## src/rtl/vrx_pkg.sv

```systemverilog
package vrx_pkg;
  localparam int NPIPE    = 8;
  localparam int IA_LSB   = 2;
  localparam int IA_MSB   = 17;
  localparam int IAW      = IA_MSB - IA_LSB + 1;
  localparam int PIPE_C0  = 2;
  localparam logic [3:0] RG_REG  = 4'h0;
  localparam logic [3:0] RG_PROM = 4'h1;
  localparam logic [3:0] RG_RAM  = 4'h4;
  localparam logic [3:0] RG_CFG  = 4'h7;
  localparam logic [3:0] TG_GLOB = 4'h0;
  localparam logic [3:0] TG_TRK  = 4'h1;
  localparam logic [3:0] TG_LOC  = 4'hF;
  localparam logic [1:0] LOC_HOLE = 2'b10;

  typedef struct packed {
    logic             bad;
    logic             ram;
    logic             glob;
    logic             trk;
    logic [NPIPE-1:0] pipe;
    logic [IAW-1:0]   ia;
  } xlat_t;
endpackage

```

## src/rtl/vrx_region_dec.sv

```systemverilog
module vrx_region_dec
  import vrx_pkg::*;
#(
  parameter int AW = 32
) (
  input  logic [AW-1:0]    addr,
  output logic             bad_dir,
  output logic             ram,
  output logic             glob,
  output logic             trk,
  output logic [NPIPE-1:0] pipe,
  output logic             dbuf,
  output logic             ind_win
);
  logic [3:0] rgn;
  logic [3:0] tgt;
  logic       in_reg;
  logic       loc_ok;
  logic       valid_dir;

  assign rgn    = addr[23:20];
  assign tgt    = addr[19:16];
  assign in_reg = (rgn == RG_REG);
  assign loc_ok = in_reg && (tgt == TG_LOC) && (addr[15:8] == 8'h00)
                  && (addr[7:6] != LOC_HOLE);

  assign glob = in_reg && (tgt == TG_GLOB);
  assign trk  = in_reg && (tgt == TG_TRK);
  assign ram  = (rgn == RG_RAM);

  for (genvar i = 0; i < NPIPE; i++) begin : g_pipe
    assign pipe[i] = in_reg && (tgt == 4'(i + PIPE_C0));
  end

  // regions 8..B: decision buffers
  assign dbuf    = (rgn[3:2] == 2'b10);
  assign ind_win = dbuf && (addr[19:8] == 12'h000);

  assign valid_dir = (rgn == RG_PROM) || ram || (rgn == RG_CFG)
                     || glob || trk || (|pipe) || loc_ok;
  assign bad_dir   = !dbuf && !valid_dir;
endmodule

```

## src/rtl/vrx_ind_xlat.sv

```systemverilog
module vrx_ind_xlat
  import vrx_pkg::*;
#(
  parameter int AW = 32
) (
  input  logic [AW-1:0]    addr,
  input  logic             dbuf,
  input  logic             ind_win,
  output logic             trk_i,
  output logic [NPIPE-1:0] pipe_i,
  output logic             ind_bad,
  output logic [IAW-1:0]   xaddr
);
  logic [3:0]      code;
  logic            hit;
  logic [IA_MSB:0] b;

  assign code  = addr[7:4];
  assign trk_i = ind_win && (code < 4'(PIPE_C0));

  for (genvar i = 0; i < NPIPE; i++) begin : g_pipe
    assign pipe_i[i] = ind_win && (code == 4'(i + PIPE_C0));
  end

  assign hit     = trk_i || (|pipe_i);
  assign ind_bad = dbuf && !hit;

  always_comb begin
    b = addr[IA_MSB:0];
    if (hit) begin
      b[9:8] = (|pipe_i) ? 2'b10 : 2'b00;
      b[7:4] = {addr[22], addr[23], addr[21], addr[20]};
      b[3]   = addr[3] | (code == 4'h0);
    end
  end

  assign xaddr = b[IA_MSB:IA_LSB];
endmodule

```

## src/rtl/vrx_out_reg.sv

```systemverilog
module vrx_out_reg
  import vrx_pkg::*;
(
  input  logic  clk,
  input  logic  rst_n,
  input  logic  en,
  input  xlat_t d,
  output xlat_t q,
  output logic  vld
);
  always_ff @(posedge clk) begin
    if (!rst_n) begin
      q   <= '0;
      vld <= 1'b0;
    end else begin
      vld <= en;
      if (en) q <= d;
    end
  end
endmodule

```

## src/rtl/vme_region_xlat.sv

```systemverilog
module vme_region_xlat
  import vrx_pkg::*;
#(
  parameter int AW = 32
) (
  input  logic             clk,
  input  logic             rst_n,
  input  logic             dec_en,
  input  logic [AW-1:0]    addr,
  output logic             res_vld,
  output logic             addr_bad,
  output logic             ram_sel_n,
  output logic             glob_sel_n,
  output logic             trk_sel_n,
  output logic [NPIPE-1:0] pipe_sel_n,
  output logic [IAW-1:0]   iaddr
);
  logic             bad_dir, ram, glob, trk_d, dbuf, ind_win;
  logic [NPIPE-1:0] pipe_d, pipe_i;
  logic             trk_i, ind_bad;
  logic [IAW-1:0]   xaddr;
  xlat_t            nxt, cur;

  vrx_region_dec #(.AW(AW)) u_dec (
    .addr(addr), .bad_dir(bad_dir), .ram(ram), .glob(glob), .trk(trk_d),
    .pipe(pipe_d), .dbuf(dbuf), .ind_win(ind_win)
  );

  vrx_ind_xlat #(.AW(AW)) u_ind (
    .addr(addr), .dbuf(dbuf), .ind_win(ind_win), .trk_i(trk_i),
    .pipe_i(pipe_i), .ind_bad(ind_bad), .xaddr(xaddr)
  );

  always_comb begin
    nxt.bad  = bad_dir | ind_bad;
    nxt.ram  = ram;
    nxt.glob = glob;
    nxt.trk  = trk_d | trk_i;
    nxt.pipe = pipe_d | pipe_i;
    nxt.ia   = xaddr;
  end

  vrx_out_reg u_reg (
    .clk(clk), .rst_n(rst_n), .en(dec_en), .d(nxt), .q(cur), .vld(res_vld)
  );

  assign addr_bad   = cur.bad;
  assign ram_sel_n  = ~cur.ram;
  assign glob_sel_n = ~cur.glob;
  assign trk_sel_n  = ~cur.trk;
  assign pipe_sel_n = ~cur.pipe;
  assign iaddr      = cur.ia;
endmodule

```

## config.mk

```make
export PLATFORM = sky130hd
export DESIGN_NAME = vme_region_xlat
export DESIGN_NICKNAME = d
export VERILOG_FILES = /design/src/rtl/vrx_pkg.sv /design/src/rtl/vrx_region_dec.sv /design/src/rtl/vrx_ind_xlat.sv /design/src/rtl/vrx_out_reg.sv /design/src/rtl/vme_region_xlat.sv
export SDC_FILE = /design/constraint.sdc
export NUM_CORES = 1
export LEC_CHECK = 0
export ABC_AREA = 1
export CAP_MARGIN = 0
export CORE_MARGIN = 3
export CORE_UTILIZATION = 48
export DETAILED_ROUTE_END_ITERATION = 12
export PLACE_DENSITY = 0.94
export SLEW_MARGIN = 30
export SYNTH_ARGS = -nofsm -noshare
export SYNTH_HDL_FRONTEND = slang
export SYNTH_SLANG_ARGS = --single-unit
export TNS_END_PERCENT = 30
```

## constraint.sdc

```tcl
create_clock -name clk -period 3.45 [get_ports clk]
set_input_delay 0.345 -clock clk [delete_from_list [all_inputs] [get_ports clk]]
set_output_delay 0.345 -clock clk [all_outputs]
set_load 0.005 [all_outputs]
```

# Yosys cells after proc, flatten, opt, wreduce, memory -nomap -nowiden
# Cells that the tools add are included.
# Widths: inputs -> output; s select.
totals:
  in_bits: 35
  wordCells: 83
  output_inout_bits: 29
  regBits: 29
classes:
  magnitude_cmp: 1
  eq_ne: 23
  mux: 2
  bitwise_logic: 8
  reduce_logical: 42
ops:
  columns: ["operator", "count"]
  rows:
  - ["$eq 4x3->1 const B", 10]
  - ["$logic_and 1x1->1", 25]
  - ["$eq 4x4->1 const B", 5]
  - ["$eq 4x2->1 const B", 4]
  - ["$reduce_or 8->1", 2]
  - ["$logic_not 12->1", 1]
  - ["$logic_not 4->1", 3]
  - ["$eq 4x1->1 const B", 2]
  - ["$logic_not 8->1", 1]
  - ["$not 8->8", 1]
  - ["$or 8x8->8", 1]
  - ["$logic_or 1x1->1", 7]
  - ["$mux 7", 1]
  - ["$lt 4x2->1 const B", 1]
  - ["$logic_not 1->1", 3]
  - ["$not 1->1", 3]
  - ["$or 1x1->1", 3]
  - ["$eq 2x2->1 const B", 1]
  - ["$mux 2", 1]
  - ["$ne 2x2->1 const B", 1]

# Depth between registers and ports, before layout
# Gate-level depths: netlist (run 1).
logic_depth:
  word_depth: 10
  depth_mapped: 10
  ltp_nobuf: 10

# Cells and area by module
# A second synthesis (run 1) with hierarchy kept.
hier_totals:
  hier_cells: 343
  hier_area_um2: 1909.3
modules_own_cells:
  columns: ["mod", "seq_area_each_um2", "cells_per_inst", "area_each_um2", "n_inst"]
  rows:
  - ["vrx_out_reg", 580.6, 180, 1174.9, 1]
  - ["vrx_region_dec", 0.0, 65, 296.5, 1]
  - ["vrx_ind_xlat", 0.0, 57, 284.0, 1]
  - ["vme_region_xlat", 0.0, 41, 153.9, 1]

# Worst setup path after synthesis (run 1)
# OpenSTA, ideal clock, no wires.
synth_timing:
  path_type: "input to register"
  from: "in addr[8]"
  to: "reg u_reg.q[3] (netlist bit)"
  path_stages: 10
  slack_ns: 2.109
  n_path_buf: 0
  required_time_ns: 3.328
  setup_time_ns: 0.122
  arrival_ns: 1.219
  path_cell_list: "nor2_1 > nand2_1 > nor2_8 > nand3_2 > nand2_2 > nor2_4 > nand3_1 > nand2_1 > clkinv_1 > a21oi_2"
synth_between:
  elab_chain_len: 6
  word_cells_on_any_way: 14
  cone_classes: "mux (1); reduce/logical (13)"
synth_lines:
  columns: ["item", "line_no", "source"]
  rows:
  - ["start, declared", "vme_region_xlat.sv:9", "input logic [AW-1:0] addr,"]
  - ["$logic_not 12->1 *", "vrx_region_dec.sv:37", "assign ind_win = dbuf && (addr[19:8] == 12'h000);"]
  - ["$logic_and 1x1->1 *", "vrx_region_dec.sv:37", null]
  - ["$logic_and 1x1->1", "vrx_ind_xlat.sv:22", "assign pipe_i[i] = ind_win && (code == 4'(i + PIPE_C0));"]
  - ["$reduce_or 8->1", "vrx_ind_xlat.sv:25", "assign hit = trk_i || (|pipe_i);"]
  - ["$logic_or 1x1->1 *", "vrx_ind_xlat.sv:25", null]
  - ["$mux 7 *", "vrx_ind_xlat.sv:30", "if (hit) begin"]
  - ["end signal, assigned", "vrx_out_reg.sv:13", "q <= '0;"]
  - ["end signal, assigned", "vrx_out_reg.sv:17", "if (en) q <= d;"]
  - ["end, declared", "vrx_out_reg.sv:8", "output xlat_t q,"]
# Every way passes the cells marked *; elsewhere a longest branch is shown, timed or not.
# A chain may end at the register's enable or synchronous reset.

==> results of run 1 <==
## registers in the layout (all words and copies together), names as in the netlist
name,cells
u_reg.vld,1
u_reg.q,28
## worst register-to-register path: stages (launching register included)
cell      delay [ns]
dfxtp_1         0.32
inv_1           0.06
a221oi_1        0.28
## cells in the final DEF, fill, tap and decap left out, types with 3 or more instances in the layout
cell type	netlist	layout
a221oi_1	7	7
clkdlybuf4s50_1	0	53
clkbuf_4	0	5
dfxtp_1	29	29
nand2_1	38	38
inv_2	5	5
nor2_4	4	4
inv_1	27	27
nand3_2	10	10
a31oi_1	3	3
o211ai_1	3	3
o21ai_0	6	6
a22o_1	7	7
nand2_2	4	4
nand3_1	11	11
nor2_1	31	31
a21oi_1	4	4
a21oi_2	3	3
nor3_1	3	3
## Yosys cell counts
| master | n | area, µm² |
|---|---|---|
| nand2_1 | 38 | 143 |
| nor2_1 | 31 | 116 |
| dfxtp_1 | 29 | 581 |
| inv_1 | 27 | 101 |
| buf_4 | 16 | 120 |
| nand3_1 | 11 | 55.1 |
| nand3_2 | 10 | 100 |
| a221oi_1 | 7 | 61.3 |
| a22o_1 | 7 | 61.3 |
| o21ai_0 | 6 | 30.0 |
| inv_2 | 5 | 18.8 |
| a21oi_1 | 4 | 20.0 |
| nand2_2 | 4 | 25.0 |
| nor2_4 | 4 | 45.0 |
| a21oi_2 | 3 | 26.3 |
| a31oi_1 | 3 | 18.8 |
| nor3_1 | 3 | 15.0 |
| o211ai_1 | 3 | 22.5 |
| buf_2 | 2 | 10.0 |
| clkbuf_1 | 2 | 7.51 |
| nand2_4 | 2 | 22.5 |
| nand4_1 | 2 | 12.5 |
| nor2_8 | 2 | 40.0 |
| o21ai_1 | 2 | 10.0 |
| and2_4 | 1 | 8.76 |
| clkinv_1 | 1 | 3.75 |
| nand3_4 | 1 | 17.5 |
| nor2_2 | 1 | 6.26 |
| o22ai_1 | 1 | 6.26 |
| o32ai_1 | 1 | 8.76 |
## final cells by class
cell class,instances,area [µm²],share of cell area
clock buffer,5,37.5,0.0169
multi-input combinational,147,872,0.393
tap,46,57.6,0.0259
clock inverter,3,17.5,0.00789
inverter,33,124,0.0558
timing repair buffer,53,531,0.239
sequential,29,581,0.262
## per-layer routing
layer,routed length (µm),vias up,GRT usage
li1,-,819,-
met1,1740,733,0.261
met4,72,0,0.0777
met5,0,-,0
met2,1880,69,0.340
met3,368,8,0.0667
## stage by stage
stage          power, W   util
3_5_place_dp   0.000510  0.639
2_1_floorplan  0.000443      -
5_1_grt        0.000740  0.655
4_1_cts        0.000707  0.655
3_3_place_gp   0.000507  0.639
6_report       0.000702  0.655
## kinds of logic after synthesis
logic type	share of synthesized area
flops	0.339
simple gates	0.354
buf+inv	0.153
compound gates	0.155
## report_power, final
part / leakage, nW / internal (W) / switching, W
sequential: 0.239 / 0.000353 / 0.00000811
clock: 0.0310 / 0.0000766 / 0.000122
combinational: 0.730 / 0.0000753 / 0.0000670
## path summary, 6_finish.rpt
check	from	end	slack, ns	cells past startpoint
max	rst_n	u_reg.q[26]	1.67	5
min	u_reg.q[5]	u_reg.q[5]	0.46	2
min reg2reg	u_reg.q[5]	u_reg.q[5]	0.46	2
max reg2reg	u_reg.q[20]	u_reg.q[20]	2.70	2
==> impl_metrics.py, run 1 <==
metrics = {
    "power_and_ir_drop": {
        "ir_drop_v": 0.000244,
        "p_per_area_nw_per_um2": 316,
        "p_leak_nw": 1.00,
    },
    "clock_tree": {
        "cts_max_level": 2,
        "post_cts_buffers": 0,
        "clock_latency_ns": 0.32,
        "cts-root-buf": "clkbuf_4",
        "cts-resized-gates": 0,
        "clk_pin_slew_ns": 0.10,
        "cts_tree": "done",
        "clkSinkCount": 29,
        "numCtsBuffers": 5,
        "cts_hold_buf": 0,
        "clk_path_buf_depth": 2,
    },
    "critical_path": {
        "cpMaxStageDelayCell": "nor2_1",
        "critPathMaxStageDelay_ns": 0.66,
        "crit_top_cell": "inv_2",
        "critPathLaunchType": "primary input",
        "cp.required_ns": 3.71,
        "critPathMaxFanout": 13,
        "crit_chain": "clkdlybuf4s50_1, inv_2, nor2_1, inv_2, o22ai_1",
        "arrival_ns": 2.04,
        "endpoint_kind": "flop",
        "worstSetupPathType": "in -> reg",
        "path_buf_inv": 3,
        "path_delay_family": "buffers and inverters",
    },
    "synthesis": {
        "yosys.cell_types.count": 30,
        "syn_inst": 229,
        "synthesis.area_um2": 1710,
        "synth_seq_cells": 29,
        "yosysSeqAreaShare": 0.339,
        "synth_nets": 264,
        "yosysWarnings": 0,
        "avgSynthCellArea_um2": 7.49,
    },
    "sta": {
        "worst_slack_ns": 1.67,
        "rsz0062_at_grt": "no",
        "skew_ns": 0,
        "report.final.slew_viol_count": 0,
        "fmax_mhz": 563,
        "setup_viol": 0,
        "fin_crit_sh": 0.515,
        "slew-limit-headroom": 0.443,
        "tns_ns": 0,
        "worstMarginPinSlew_ns": 0.832,
        "finalHoldViolCount": 0,
        "layout_min_cycle_time_ns": 1.78,
        "holdWs_ns": 0.465,
    },
    "job": {
        "drv_cap": 0,
    },
    "status": {
        "outcome": "complete, no violations",
    },
    "floorplan": {
        "initial_utilization": 0.506,
        "rows": 21,
        "die_area_um2": 4320,
        "core_um2": 3390,
        "pin_count": 64,
        "die_x_um": 65.8,
        "die_h_um": 65.8,
    },
    "global_route": {
        "grt_max_degree": 19,
        "grtUsageTotal": 0.211,
        "gr-total-overflow": 0,
        "grt_pass1_wl_um": 6930,
        "first_global_vias": 1502,
        "grt_antenna_before_repair": 0,
    },
    "finish": {
        "layout.nets": 304,
        "diodes": 0,
        "n_fill_cell": 293,
        "area_growth_pct": 29.5,
        "design_area_um2": 2220,
        "drive_above_1_share": 0.152,
        "layoutNonFillerInstCount": 316,
    },
    "placement": {
        "place_ws_ns": 1.35,
        "routabilityCongestion": 0.860,
        "portBuffers": 53,
        "place_area_um2": 2160,
        "numPlacedInstances": 308,
        "hpwl_um": 3200,
    },
    "drt": {
        "drtIter0Drc": 165,
        "wire_per_inst_um": 12.8,
        "vias": 1629,
        "drc": 0,
        "viasPerCell": 5.16,
        "dr.pass1.iters": 4,
        "antenna_left": 0,
        "drt_wl_total_um": 4060,
    },
    "worst_hold_path": {
        "hold_class": "reg -> reg",
    },
}
(Power assumes the default switching activity.)
==> inputs of run 2 (changes only) <==
- CORE_UTILIZATION: 48 -> 40
- PLACE_DENSITY: 0.94 -> 0.84
- clock period: 3.45 -> 1.6 ns (I/O delays scaled with it)
==> impl_metrics.py, run 2 (same netlist as run 1, synthesis figures left out) <==
metrics = {
    "status": {
        "outcome": "complete, no violations",
    },
    "drt": {
        "antenna_left": 0,
        "drc": 0,
        "viasPerCell": 4.92,
        "dr.pass1.iters": 4,
        "vias": 1782,
        "wire_per_inst_um": 12.6,
        "drtIter0Drc": 120,
        "drt_wl_total_um": 4550,
    },
    "clock_tree": {
        "clk_pin_slew_ns": 0.07,
        "clock_latency_ns": 0.28,
        "cts_tree": "done",
        "cts_hold_buf": 0,
        "numCtsBuffers": 5,
        "cts_max_level": 2,
        "clk_path_buf_depth": 2,
        "clkSinkCount": 29,
        "cts-root-buf": "clkbuf_8",
    },
    "finish": {
        "final_cell_mix": "53 x clkdlybuf4s50_1, 42 x buf_4, 38 x nand2_1, 30 x nor2_1, 29 x dfxtp_1",
        "area_growth_pct": 51.0,
        "top_regs": "u_reg.q: 28 flops, u_reg.vld: 1 flops",
        "layout.nets": 346,
        "drive_above_1_share": 0.272,
        "final_common_cell": "clkdlybuf4s50_1",
        "largest_register": "u_reg.q",
        "seqCellArea_um2": 581,
        "largest_reg_flops": 28,
        "multi_input_area_um2": 880,
        "design_area_um2": 2590,
        "diodes": 0,
        "layoutNonFillerInstCount": 362,
        "n_fill_cell": 347,
    },
    "placement": {
        "hpwl_um": 3640,
        "portBuffers": 53,
        "numPlacedInstances": 354,
        "place_area_um2": 2480,
        "routabilityCongestion": 0.820,
    },
    "worst_hold_path": {
        "hold_class": "reg -> reg",
    },
    "floorplan": {
        "core_um2": 4060,
        "initial_utilization": 0.422,
        "rows": 23,
        "die_x_um": 71.5,
        "die_h_um": 71.5,
        "pin_count": 64,
        "die_area_um2": 5110,
    },
    "sta": {
        "layout_min_cycle_time_ns": 1.51,
        "holdWs_ns": 0.455,
        "setup_viol": 0,
        "slew-limit-headroom": 0.767,
        "report.final.slew_viol_count": 0,
        "rsz0062_at_grt": "yes",
        "finalHoldViolCount": 0,
        "skew_ns": 0,
        "fmax_mhz": 661,
        "worstMarginPinSlew_ns": 0.349,
        "fin_crit_sh": 0.945,
    },
    "global_route": {
        "grtUsageTotal": 0.185,
        "first_global_vias": 1733,
        "grt_pass1_wl_um": 7510,
        "grt_antenna_before_repair": 0,
        "grt_max_degree": 19,
        "gr-total-overflow": 0,
    },
    "power_and_ir_drop": {
        "p_leak_nw": 1.22,
        "p_per_area_nw_per_um2": 694,
        "ir_drop_v": 0.000376,
    },
    "critical_path": {
        "worstSetupPathType": "in -> reg",
        "cp.required_ns": 1.79,
        "critPathLaunchType": "primary input",
        "arrival_ns": 1.70,
        "critPathMaxFanout": 7,
        "endpoint_kind": "flop",
    },
    "job": {
        "drv_cap": 0,
    },
}
==> run 2: cell count changes in the layout (fill, tap and decap cells not counted), sizes merged <==
cell	previous run	this run
buf	0	42
clkinvlp	1	0
clkbuf	5	6
==> run 2: critical path: stages <==
cell and delay (ns):
clkdlybuf4s50_1 0.45, nor2_1 0.17, nand2_1 0.19, nor3_1 0.29, buf_4 0.16, nor2_1 0.03
a221oi_1 0.23
==> run 2: final timing paths <==
| check | startpoint | endpoint | slack, ns | cells past startpoint |
|---|---|---|---|---|
| worst max-delay path | addr[21] | u_reg.q[19] | 0.09 | 7 |
| worst min-delay path | u_reg.q[4] | u_reg.q[4] | 0.45 | 2 |
| worst max register to register | u_reg.q[16] | u_reg.q[16] | 0.87 | 2 |
| worst min register to register | u_reg.q[4] | u_reg.q[4] | 0.45 | 2 |
==> run 2: timing repair <==
| action | 4_1_cts | 5_1_grt |
|---|---|---|
| setup endpoints to repair | 0 | 5 |
| resized for setup | 0 | 2 |
| setup buffers | 0 | 0 |
==> run 2: area by class of cell <==
| class | instances | area share |
|---|---|---|
| multi-input combinational | 147 | 0.340 |
| timing repair buffer | 95 | 0.327 |
| sequential | 29 | 0.224 |
| inverter | 33 | 0.0478 |
| clock buffer | 6 | 0.0319 |
| tap | 50 | 0.0242 |
| clock inverter | 2 | 0.00532 |
==> run 2: routing by layer <==
| metal | share of wire | global-route usage |
|---|---|---|
| met1 | 0.43 | 0.220 |
| met2 | 0.50 | 0.323 |
| met3 | 0.063 | 0.0449 |
| met4 | 0.011 | 0.0605 |
| met5 | 0 | 0 |
==> run 2: metrics by stage <==
stage                      util  setup slack (ns)  power [W]  TNS (ns)
after floorplan               -             0.444   0.000954         0
after global placement    0.612            -0.147    0.00116     -1.50
after detailed placement  0.612            -0.164    0.00117     -1.75
after CTS                 0.636             0.114    0.00181         0
after global routing      0.638           -0.0113    0.00188   -0.0165
final                     0.638            0.0880    0.00180         0
==> run 2: report_power, final <==
group	total [W]	switching, W	internal [W]
clock	0.000645	0.000297	0.000348
sequential	0.000778	0.0000172	0.000761
combinational	0.000373	0.000160	0.000214
